===== src/rtl/can_sup_pkg.sv =====
package can_sup_pkg;

    typedef enum logic [2:0] {
        ST_IDLE,
        ST_TX,
        ST_LOST,
        ST_FLAG,
        ST_RECOVER,
        ST_RETRY
    } sup_state_e;

    typedef enum logic [1:0] {
        V_OK,
        V_LOST,
        V_ERR
    } verdict_e;

    typedef struct packed {
        sup_state_e state;
        logic       lost;
        logic       err;
    } sup_regs_t;

endpackage


===== src/rtl/can_bit_judge.sv =====
module can_bit_judge
    import can_sup_pkg::*;
(
    input  logic     sent,
    input  logic     seen,
    input  logic     in_arb,
    input  logic     in_ack,
    output verdict_e verdict
);

    always_comb begin
        verdict = V_OK;
        if (sent != seen) begin
            if (sent && in_arb) begin
                verdict = V_LOST;
            end else if (sent && in_ack) begin
                verdict = V_OK;
            end else begin
                verdict = V_ERR;
            end
        end
    end

endmodule


===== src/rtl/can_idle_watch.sv =====
module can_idle_watch #(
    parameter int IDLE_BITS = 11
) (
    input  logic clk,
    input  logic rst_n,
    input  logic sample,
    input  logic rx_level,
    output logic bus_idle
);

    localparam int CW = $clog2(IDLE_BITS + 1);
    localparam logic [CW-1:0] LIMIT = CW'(IDLE_BITS);

    logic [CW-1:0] cnt_d, cnt_q;

    always_comb begin
        cnt_d = cnt_q;
        if (sample) begin
            if (!rx_level) begin
                cnt_d = '0;
            end else if (cnt_q != LIMIT) begin
                cnt_d = cnt_q + 1'b1;
            end
        end
    end

    always_ff @(posedge clk or negedge rst_n) begin
        if (!rst_n) begin
            cnt_q <= '0;
        end else begin
            cnt_q <= cnt_d;
        end
    end

    assign bus_idle = (cnt_q == LIMIT);

endmodule


===== src/rtl/can_flag_counter.sv =====
module can_flag_counter #(
    parameter int FLAG_BITS = 6
) (
    input  logic clk,
    input  logic rst_n,
    input  logic clear,
    input  logic step,
    output logic last
);

    localparam int CW = (FLAG_BITS > 1) ? $clog2(FLAG_BITS) : 1;
    localparam logic [CW-1:0] FINAL = CW'(FLAG_BITS - 1);

    logic [CW-1:0] cnt_d, cnt_q;

    always_comb begin
        cnt_d = cnt_q;
        if (clear) begin
            cnt_d = '0;
        end else if (step) begin
            cnt_d = cnt_q + 1'b1;
        end
    end

    always_ff @(posedge clk or negedge rst_n) begin
        if (!rst_n) begin
            cnt_q <= '0;
        end else begin
            cnt_q <= cnt_d;
        end
    end

    assign last = (cnt_q == FINAL);

endmodule


===== src/rtl/can_tx_supervisor.sv =====
module can_tx_supervisor
    import can_sup_pkg::*;
#(
    parameter int IDLE_BITS = 11,
    parameter int FLAG_BITS = 6
) (
    input  logic clk,
    input  logic rst_n,
    input  logic bit_tick,
    input  logic tx_bit,
    input  logic rx_bit,
    input  logic in_arbitration,
    input  logic in_ack_slot,
    input  logic frame_active,
    output logic tx_drive,
    output logic start_allowed,
    output logic arb_lost,
    output logic bit_error,
    output logic retry_req,
    output logic busy
);

    sup_regs_t r_d, r_q;
    verdict_e  verdict;
    logic      bus_idle;
    logic      sending;
    logic      flag_clear;
    logic      flag_step;
    logic      flag_last;

    can_idle_watch #(.IDLE_BITS(IDLE_BITS)) u_idle (
        .clk      (clk),
        .rst_n    (rst_n),
        .sample   (bit_tick),
        .rx_level (rx_bit),
        .bus_idle (bus_idle)
    );

    can_flag_counter #(.FLAG_BITS(FLAG_BITS)) u_flag (
        .clk   (clk),
        .rst_n (rst_n),
        .clear (flag_clear),
        .step  (flag_step),
        .last  (flag_last)
    );

    can_bit_judge u_judge (
        .sent    (tx_drive),
        .seen    (rx_bit),
        .in_arb  (in_arbitration),
        .in_ack  (in_ack_slot),
        .verdict (verdict)
    );

    // Sending: either already in a frame, or starting one on a free bus.
    always_comb begin
        sending = (r_q.state == ST_TX) ||
                  ((r_q.state == ST_IDLE) && frame_active && bus_idle);
        sending = sending && frame_active;
    end

    always_comb begin
        if (sending) begin
            tx_drive = tx_bit;
        end else if (r_q.state == ST_FLAG) begin
            tx_drive = 1'b0;
        end else begin
            tx_drive = 1'b1;
        end
    end

    always_comb begin
        r_d        = r_q;
        r_d.lost   = 1'b0;
        r_d.err    = 1'b0;
        flag_clear = 1'b0;
        flag_step  = 1'b0;
        unique case (r_q.state)
            ST_IDLE, ST_TX: begin
                if (!sending) begin
                    r_d.state = ST_IDLE;
                end else begin
                    r_d.state = ST_TX;
                    if (bit_tick) begin
                        unique case (verdict)
                            V_LOST: begin
                                r_d.state = ST_LOST;
                                r_d.lost  = 1'b1;
                            end
                            V_ERR: begin
                                r_d.state  = ST_FLAG;
                                r_d.err    = 1'b1;
                                flag_clear = 1'b1;
                            end
                            default: ;
                        endcase
                    end
                end
            end
            ST_FLAG: begin
                if (bit_tick) begin
                    flag_step = 1'b1;
                    if (flag_last) begin
                        r_d.state = ST_RECOVER;
                    end
                end
            end
            ST_LOST, ST_RECOVER: begin
                if (bus_idle) begin
                    r_d.state = ST_RETRY;
                end
            end
            ST_RETRY: begin
                if (bit_tick) begin
                    r_d.state = ST_IDLE;
                end
            end
            default: r_d.state = ST_IDLE;
        endcase
    end

    always_ff @(posedge clk or negedge rst_n) begin
        if (!rst_n) begin
            r_q.state <= ST_IDLE;
            r_q.lost  <= 1'b0;
            r_q.err   <= 1'b0;
        end else begin
            r_q <= r_d;
        end
    end

    assign arb_lost      = r_q.lost;
    assign bit_error     = r_q.err;
    assign retry_req     = (r_q.state == ST_RETRY);
    assign busy          = (r_q.state != ST_IDLE);
    assign start_allowed = (r_q.state == ST_IDLE) && bus_idle;

endmodule


===== config.mk =====
export PLATFORM = sky130hd
export DESIGN_NAME = can_tx_supervisor
export DESIGN_NICKNAME = d
export VERILOG_FILES = /design/src/rtl/can_sup_pkg.sv /design/src/rtl/can_bit_judge.sv /design/src/rtl/can_idle_watch.sv /design/src/rtl/can_flag_counter.sv /design/src/rtl/can_tx_supervisor.sv
export SDC_FILE = /design/constraint.sdc
export NUM_CORES = 1
export LEC_CHECK = 0
export ABC_AREA = 1
export CORE_MARGIN = 8
export CORE_UTILIZATION = 44
export CTS_CLUSTER_DIAMETER = 60
export DETAILED_ROUTE_END_ITERATION = 10
export MAX_ROUTING_LAYER = met4
export PLACE_DENSITY = 0.72
export REMOVE_ABC_BUFFERS = 1
export SLEW_MARGIN = 20
export SYNTH_ARGS = -nofsm -noshare
export SYNTH_HDL_FRONTEND = slang
export SYNTH_SLANG_ARGS = --single-unit
export TNS_END_PERCENT = 10

===== constraint.sdc =====
create_clock -name clk -period 1.8 [get_ports clk]
set_clock_uncertainty 0.1 [all_clocks]
set_input_delay 0.27 -clock clk [delete_from_list [all_inputs] [get_ports clk]]
set_output_delay 0.27 -clock clk [all_outputs]
set_load 0.02 [all_outputs]

* Yosys cells after proc, flatten, opt, wreduce, memory -nomap -nowiden
Cells that the tools add are included.
** Operators by class
- $add $sub $neg :: 2
- Div/mod/pow operators :: 0
- Bitwise logic cells :: 0
- Shift-type cells :: 0
- Multiplexer cells :: 26
- $mul :: 0
- Equal/unequal tests :: 16
- Order comparisons :: 0
- Reduce and logical (&&, ||, !) cells :: 14
** Operators with widths (number)
- two-way mux 3 bit :: 7
- one-hot mux 3 bit (4 select lines) :: 1
- two-way mux 2 bit :: 5
- equality test 3 bit, second input constant :: 3
- two-way mux 1 bit :: 9
- two-way mux 4 bit :: 2
- inequality test 2 bit, second input constant :: 4
- equality test 3 x 2 -> 1 bit, second input constant :: 2
- logical AND 1 bit :: 6
- two-way mux 5 bit :: 1
- adder 4 x 1 -> 4 bit, second input constant :: 1
- equality test 4 bit, second input constant :: 1
- inequality test 4 bit, second input constant :: 1
- one-hot mux 2 bit (2 select lines) :: 1
- AND reduction 4 bit :: 1
- OR reduction 2 bit :: 2
- adder 3 x 1 -> 3 bit, second input constant :: 1
- equality test 3 x 1 -> 1 bit, second input constant :: 1
- logical NOT 3 bit :: 1
- nonzero test 3 bit :: 1
- equality test 2 x 1 -> 1 bit, second input constant :: 1
- equality test 2 bit, second input constant :: 1
- inequality test 2 x 1 -> 1 bit, second input constant :: 1
- AND reduction 2 bit :: 1
- other kinds (3) :: 3
** Word-level totals
- Output and inout bits :: 6
- Register bits :: 12
- Bits in writable memories :: 0
- Bits in read-only memories :: 0
- Input bits :: 8
- Memories :: 0
- Word-level logic and storage cells :: 63
- Bits in latches :: 0

* Longest topological paths before layout
- Depth after elaboration :: 16
- Depth in mapped cells :: 12
- Depth with buffers taken out :: 12

* Hierarchy
Synthesis repeated with hierarchy kept, for this count alone.
** Second synthesis, totals
- Cells, all modules :: 114
- Area, all modules :: 793.3 µm²
** By module, submodules not included
- can_tx_supervisor :: area an instance 349.1 µm², times used 1, cells an instance 54, sequential area each 125.1 µm²
- can_idle_watch :: area an instance 240.2 µm², times used 1, cells an instance 31, sequential area each 100.1 µm²
- can_flag_counter :: area an instance 173.9 µm², times used 1, cells an instance 21, sequential area each 75.1 µm²
- can_bit_judge :: area an instance 30.0 µm², times used 1, cells an instance 8, sequential area each 0.0 µm²

* Worst setup path after synthesis
Ideal clock, no wire load.
- Kind :: register -> register
- From :: register u_idle.cnt_q[0]
- To :: register r_q[3] (netlist bit)
- Buffers on the path :: 0
- Data required time :: 1.618 ns
- Cell stages (with the launch flop) :: 10
- Setup time :: 0.082 ns
- Period minus slack after synthesis :: 1.816 ns
- Arrival :: 1.633 ns
- Setup slack :: -0.016 ns
- Cell sequence :: dfrtp_1 > ha_1 > nand3_2 > nand2_1 > nand3_1 > nand2_1 > inv_1 > nand2_1 > ha_1 > o22ai_1
** Between the ends
- Word-level cells in the longest chain between the ends :: 14
- Elaborated cells between the ends (all ways) :: 19
- Classes of those cells :: eq/ne: 5; mux: 8; reduce/logical: 6
** RTL lines
- from (decl) :: RTL line can_idle_watch.sv:14 : logic [CW-1:0] cnt_d, cnt_q;
- from (signal assigned) :: RTL line can_idle_watch.sv:31 : cnt_q <= cnt_d;
- equality test 4 bit * :: RTL line can_idle_watch.sv:35 : assign bus_idle = (cnt_q == LIMIT);
- logical AND 1 bit * :: RTL line can_tx_supervisor.sv:58 : ((r_q.state == ST_IDLE) && frame_active && bus_idle);
- logical OR 1 bit * :: RTL line can_tx_supervisor.sv:57 : sending = (r_q.state == ST_TX) ||
- logical AND 1 bit * :: RTL line can_tx_supervisor.sv:59 : sending = sending && frame_active;
- two-way mux 1 bit * :: RTL line can_tx_supervisor.sv:63 : if (sending) begin
- named net tx_drive :: RTL line can_tx_supervisor.sv:15 : output logic tx_drive,
- logical AND 1 bit :: RTL line can_bit_judge.sv:16 : end else if (sent && in_ack) begin
- two-way mux 2 bit :: RTL line can_bit_judge.sv:16
- two-way mux 2 bit :: RTL line can_bit_judge.sv:14 : if (sent && in_arb) begin
- two-way mux 2 bit * :: RTL line can_bit_judge.sv:13 : if (sent != seen) begin
- equality test 2 bit or equality test 2 x 1 -> 1 bit (tied branches) :: RTL line can_tx_supervisor.sv:85 : unique case (verdict)
- one-hot mux 2 bit (2 select lines) * :: RTL line can_tx_supervisor.sv:85
- two-way mux 5 bit * :: RTL line can_tx_supervisor.sv:84 : if (bit_tick) begin
- two-way mux 3 bit * :: RTL line can_tx_supervisor.sv:80 : if (!sending) begin
- one-hot mux 3 bit (4 select lines) * :: RTL line can_tx_supervisor.sv:78 : unique case (r_q.state)
- to (signal assigned) :: RTL line can_tx_supervisor.sv:128 : r_q <= r_d;
- to (decl) :: RTL line can_tx_supervisor.sv:23 : sup_regs_t r_d, r_q;
The timed path passes the listed nets; every way through them passes the cells marked *.
A chain may end at the register's enable or synchronous reset.

* Worst setup path after layout
- From :: register u_idle.cnt_q[0]
- To :: output port tx_drive
** Between the ends
- Word-level cells in the longest chain between the ends :: 5
** RTL lines (RTL line)
- equality test 4 bit :: can_idle_watch.sv:35
- logical AND 1 bit :: can_tx_supervisor.sv:58
- logical OR 1 bit :: can_tx_supervisor.sv:57
- logical AND 1 bit :: can_tx_supervisor.sv:59
- two-way mux 1 bit :: can_tx_supervisor.sv:63
- to (decl) :: can_tx_supervisor.sv:15
No other way between the ends.

==> key figures <==
Global route
  – First-pass GRT wire length: 2660 µm
  – Gr ovfl total: 0
  – Initial antenna violation count: 0
  – Vias in the first global route: 667
  – Pin count of the biggest net entering global routing: 13
  – All-Layer GR Usage: 10.5%

Setup path
  – Critical Path AT: 1.35 ns
  – Reg2Reg Launch Point: u_idle.cnt_q[0]
  – CP endpoint kind: primary output
  – CP Launch Type: register
  – Critical Path Sink: tx_drive
  – Worst setup path startpoint: u_idle.cnt_q[0]
  – R2R cell count: 10
  – Flop2flop setup slack: 0.13 ns
  – Worst Path Required: 1.43 ns
  – Reg-to-Reg End: r_q[3]
  – Crit Path Max Fanout: 3
  – Critical path class: register to primary output

Synth
  – Sequential element share of the synthesized area: 41.5%
  – Yosys top cell area share: 41.5%
  – Ys Warns: 0
  – Synth area leader: dfrtp_1
  – Cell variety after synth: 23
  – Post-Syn Area per Cell: 7.96 µm²
  – Top cells by area, synth: dfrtp_1, nand2_1, inv_1
  – Netlist Area Pre-Place: 724 µm²
  – Post-synthesis cell count: 91
  – Yosys reg bits: 12

CTS
  – Clk Latency, worst-skew pair: 0.27 ns
  – Sink Count: 12
  – Reg clk slew, reported paths: 0.08 ns
  – CTS tree: built
  – Longest Clk Path Bufs: 2
  – CTS buffer count: 3
  – Root buf cell: clkbuf_4
  – # H-tree levels: 1

Flow run
  – Total of max-cap violations: 0

STA
  – Period Utilization, post-route: 95.7%
  – RSZ-0062 raised after global routing: yes
  – Setup violators final: 0
  – Setup_tns: 0 ns
  – Max Fclk: 0.580 GHz
  – Max_slew headroom: 62.1%
  – Worst-margin pin slew: 0.567 ns
  – Final count of pins violating max slew: 0
  – Min Hold Slack: 0.253 ns
  – Hold Vio Cnt, Final: 0
  – Tmin final: 1.72 ns

Placement
  – Port bufs: 13
  – Placed insts: 131
  – DP HPWL: 1190 µm
  – RePlAce Congestion: 0.822
  – DP Area: 957 µm²

Route
  – Vias per inst: 4.82
  – Met2 WL post-DR: 723 µm
  – Routed wire length: 1530 µm
  – First drt pass iteration count: 4
  – Via count: 660
  – WL/cell: 11.2 µm
  – WL met3: 56 µm
  – Routed Antenna Nets: 0
  – Drc violations: 0
  – Wire length on met1: 727 µm
  – Highest routing layer actually used: met4
  – DRT iter0 DRCs: 9

Layout
  – Nets: 134
  – Syn-to-layout area delta: 45.1%
  – Fill cell total of the finished layout: 122
  – Commonest non-fill, non-tap cell in the layout: nand2_1
  – Finished Cell Area: 1050 µm²
  – Final Non-Filler Cells: 137
  – Diode count: 0
  – Most frequent cells in the layout: nand2_1, buf_4, inv_1
  – Multi-input gate area: 403 µm²
  – Layout cells sized above 1: 32.2%
  – Sequential Area: 300 µm²

Power
  – Leakage: 0.529 nW
  – Worst VDD drop: 545 µV
  – Pwr Total: 0.789 mW
  – Power Density: 751 nW/µm²

Floorplanning
  – Die Height: 56.6 µm
  – IO Pins: 14
  – Die area: 3200 µm²
  – DIE WIDTH: 56.6 µm
  – Rows: 14
  – Starting Density: 47.5%
  – Core box area: 1520 µm²

Status
  – Status: finished clean

Worst hold path
  – Hold crit path type: input port to async pin
## power breakdown
| group | internal [mW] | total [mW] | switching (mW) |
|---|---|---|---|
| registers | 0.300 | 0.320 | 0.0205 |
| clock network | 0.123 | 0.218 | 0.0952 |
| logic | 0.116 | 0.251 | 0.135 |
| total | 0.539 | 0.789 | 0.250 |
## worst max-delay path, stage by stage (launching register included)
cell	delay (ns)
dfrtp_1	0.38
ha_2	0.20
nand3_2	0.08
nand2_2	0.08
nand3_2	0.08
nand2_2	0.10
inv_2	0.05
buf_6	0.12
## worst min-delay path by stage
stage,start,end,slack [ns],cells past startpoint
floorplan,rst_n,arb_lost,-0.13,0
global placement,u_flag.cnt_q[2],u_flag.cnt_q[2],0.43,2
detailed placement,u_flag.cnt_q[2],u_flag.cnt_q[2],0.44,2
CTS,rst_n,r_q[4],0.27,1
global route,rst_n,u_idle.cnt_q[1],0.31,1
finish,rst_n,r_q[4],0.25,1
## layer usage
metal | GRT usage, % | vias up
met4 | 5.15 | 0
met5 | - | -
met3 | 3.15 | 2
met2 | 15.7 | 14
met1 | 12.5 | 296
li1 | - | 348
## registers in the layout, summed over array words and instances, names as in the netlist
| signal | cells |
|---|---|
| u_idle.cnt_q | 4 |
| u_flag.cnt_q | 3 |
| arb_lost | 1 |
| r_q | 3 |
| bit_error | 1 |
## kinds of logic (layout without fill, tap and decap cells)
| group | Yosys count | count (layout) | share of synthesized area (%) |
|---|---|---|---|
| xor gates and xnor gates | 3 | 3 | 3.63 |
| AOI/OAI and AO/OA | 12 | 12 | 11.4 |
| muxes | 1 | 1 | 1.38 |
| and+or+nand+nor | 41 | 41 | 25.9 |
| DFF | 12 | 12 | 41.5 |
| buffers and inverters | 18 | 48 | 9.33 |
| adders and majority gates | 4 | 4 | 6.91 |
## stage by stage
| step | setup WS (ns) | utilization, % |
|---|---|---|
| 5_1_grt | -0.0291 | 69.0 |
| 4_1_cts | -0.0186 | 64.9 |
| 2_1_floorplan | -0.0156 | - |
| 3_3_place_gp | -0.232 | 62.8 |
| 3_5_place_dp | -0.244 | 62.8 |
| 6_report | 0.0771 | 69.0 |
## what timing repair did
action,CTS,global route
endpoints found under the setup margin,8,7
pin swaps,0,7
setup buffers,0,2
hold buffers,0,0
gates resized for setup,13,13
## Yosys cell counts
cell type and n:
a21oi_1 1, a21oi_2 1, and2_4 1, dfrtp_1 12, ha_1 4, inv_1 15
inv_2 3, mux2i_1 1, nand2_1 23, nand3_1 5, nand3_2 1, nand4_1 1
nor2_1 6, nor2_2 2, nor2_4 1, nor3_1 1, o21a_1 1, o21ai_0 5
o21ai_4 1, o22ai_1 2, o31ai_1 1, xnor2_1 1, xor2_1 2
## final cells by class
cell class	count	share of cell area, %
clock buffers	4	3.45
inverters	18	6.43
multi-input cells	61	38.3
flip-flops and latches	12	28.6
well taps	16	1.90
repair buffers	26	21.3
No activity file was read; power rests on OpenSTA's default activity.
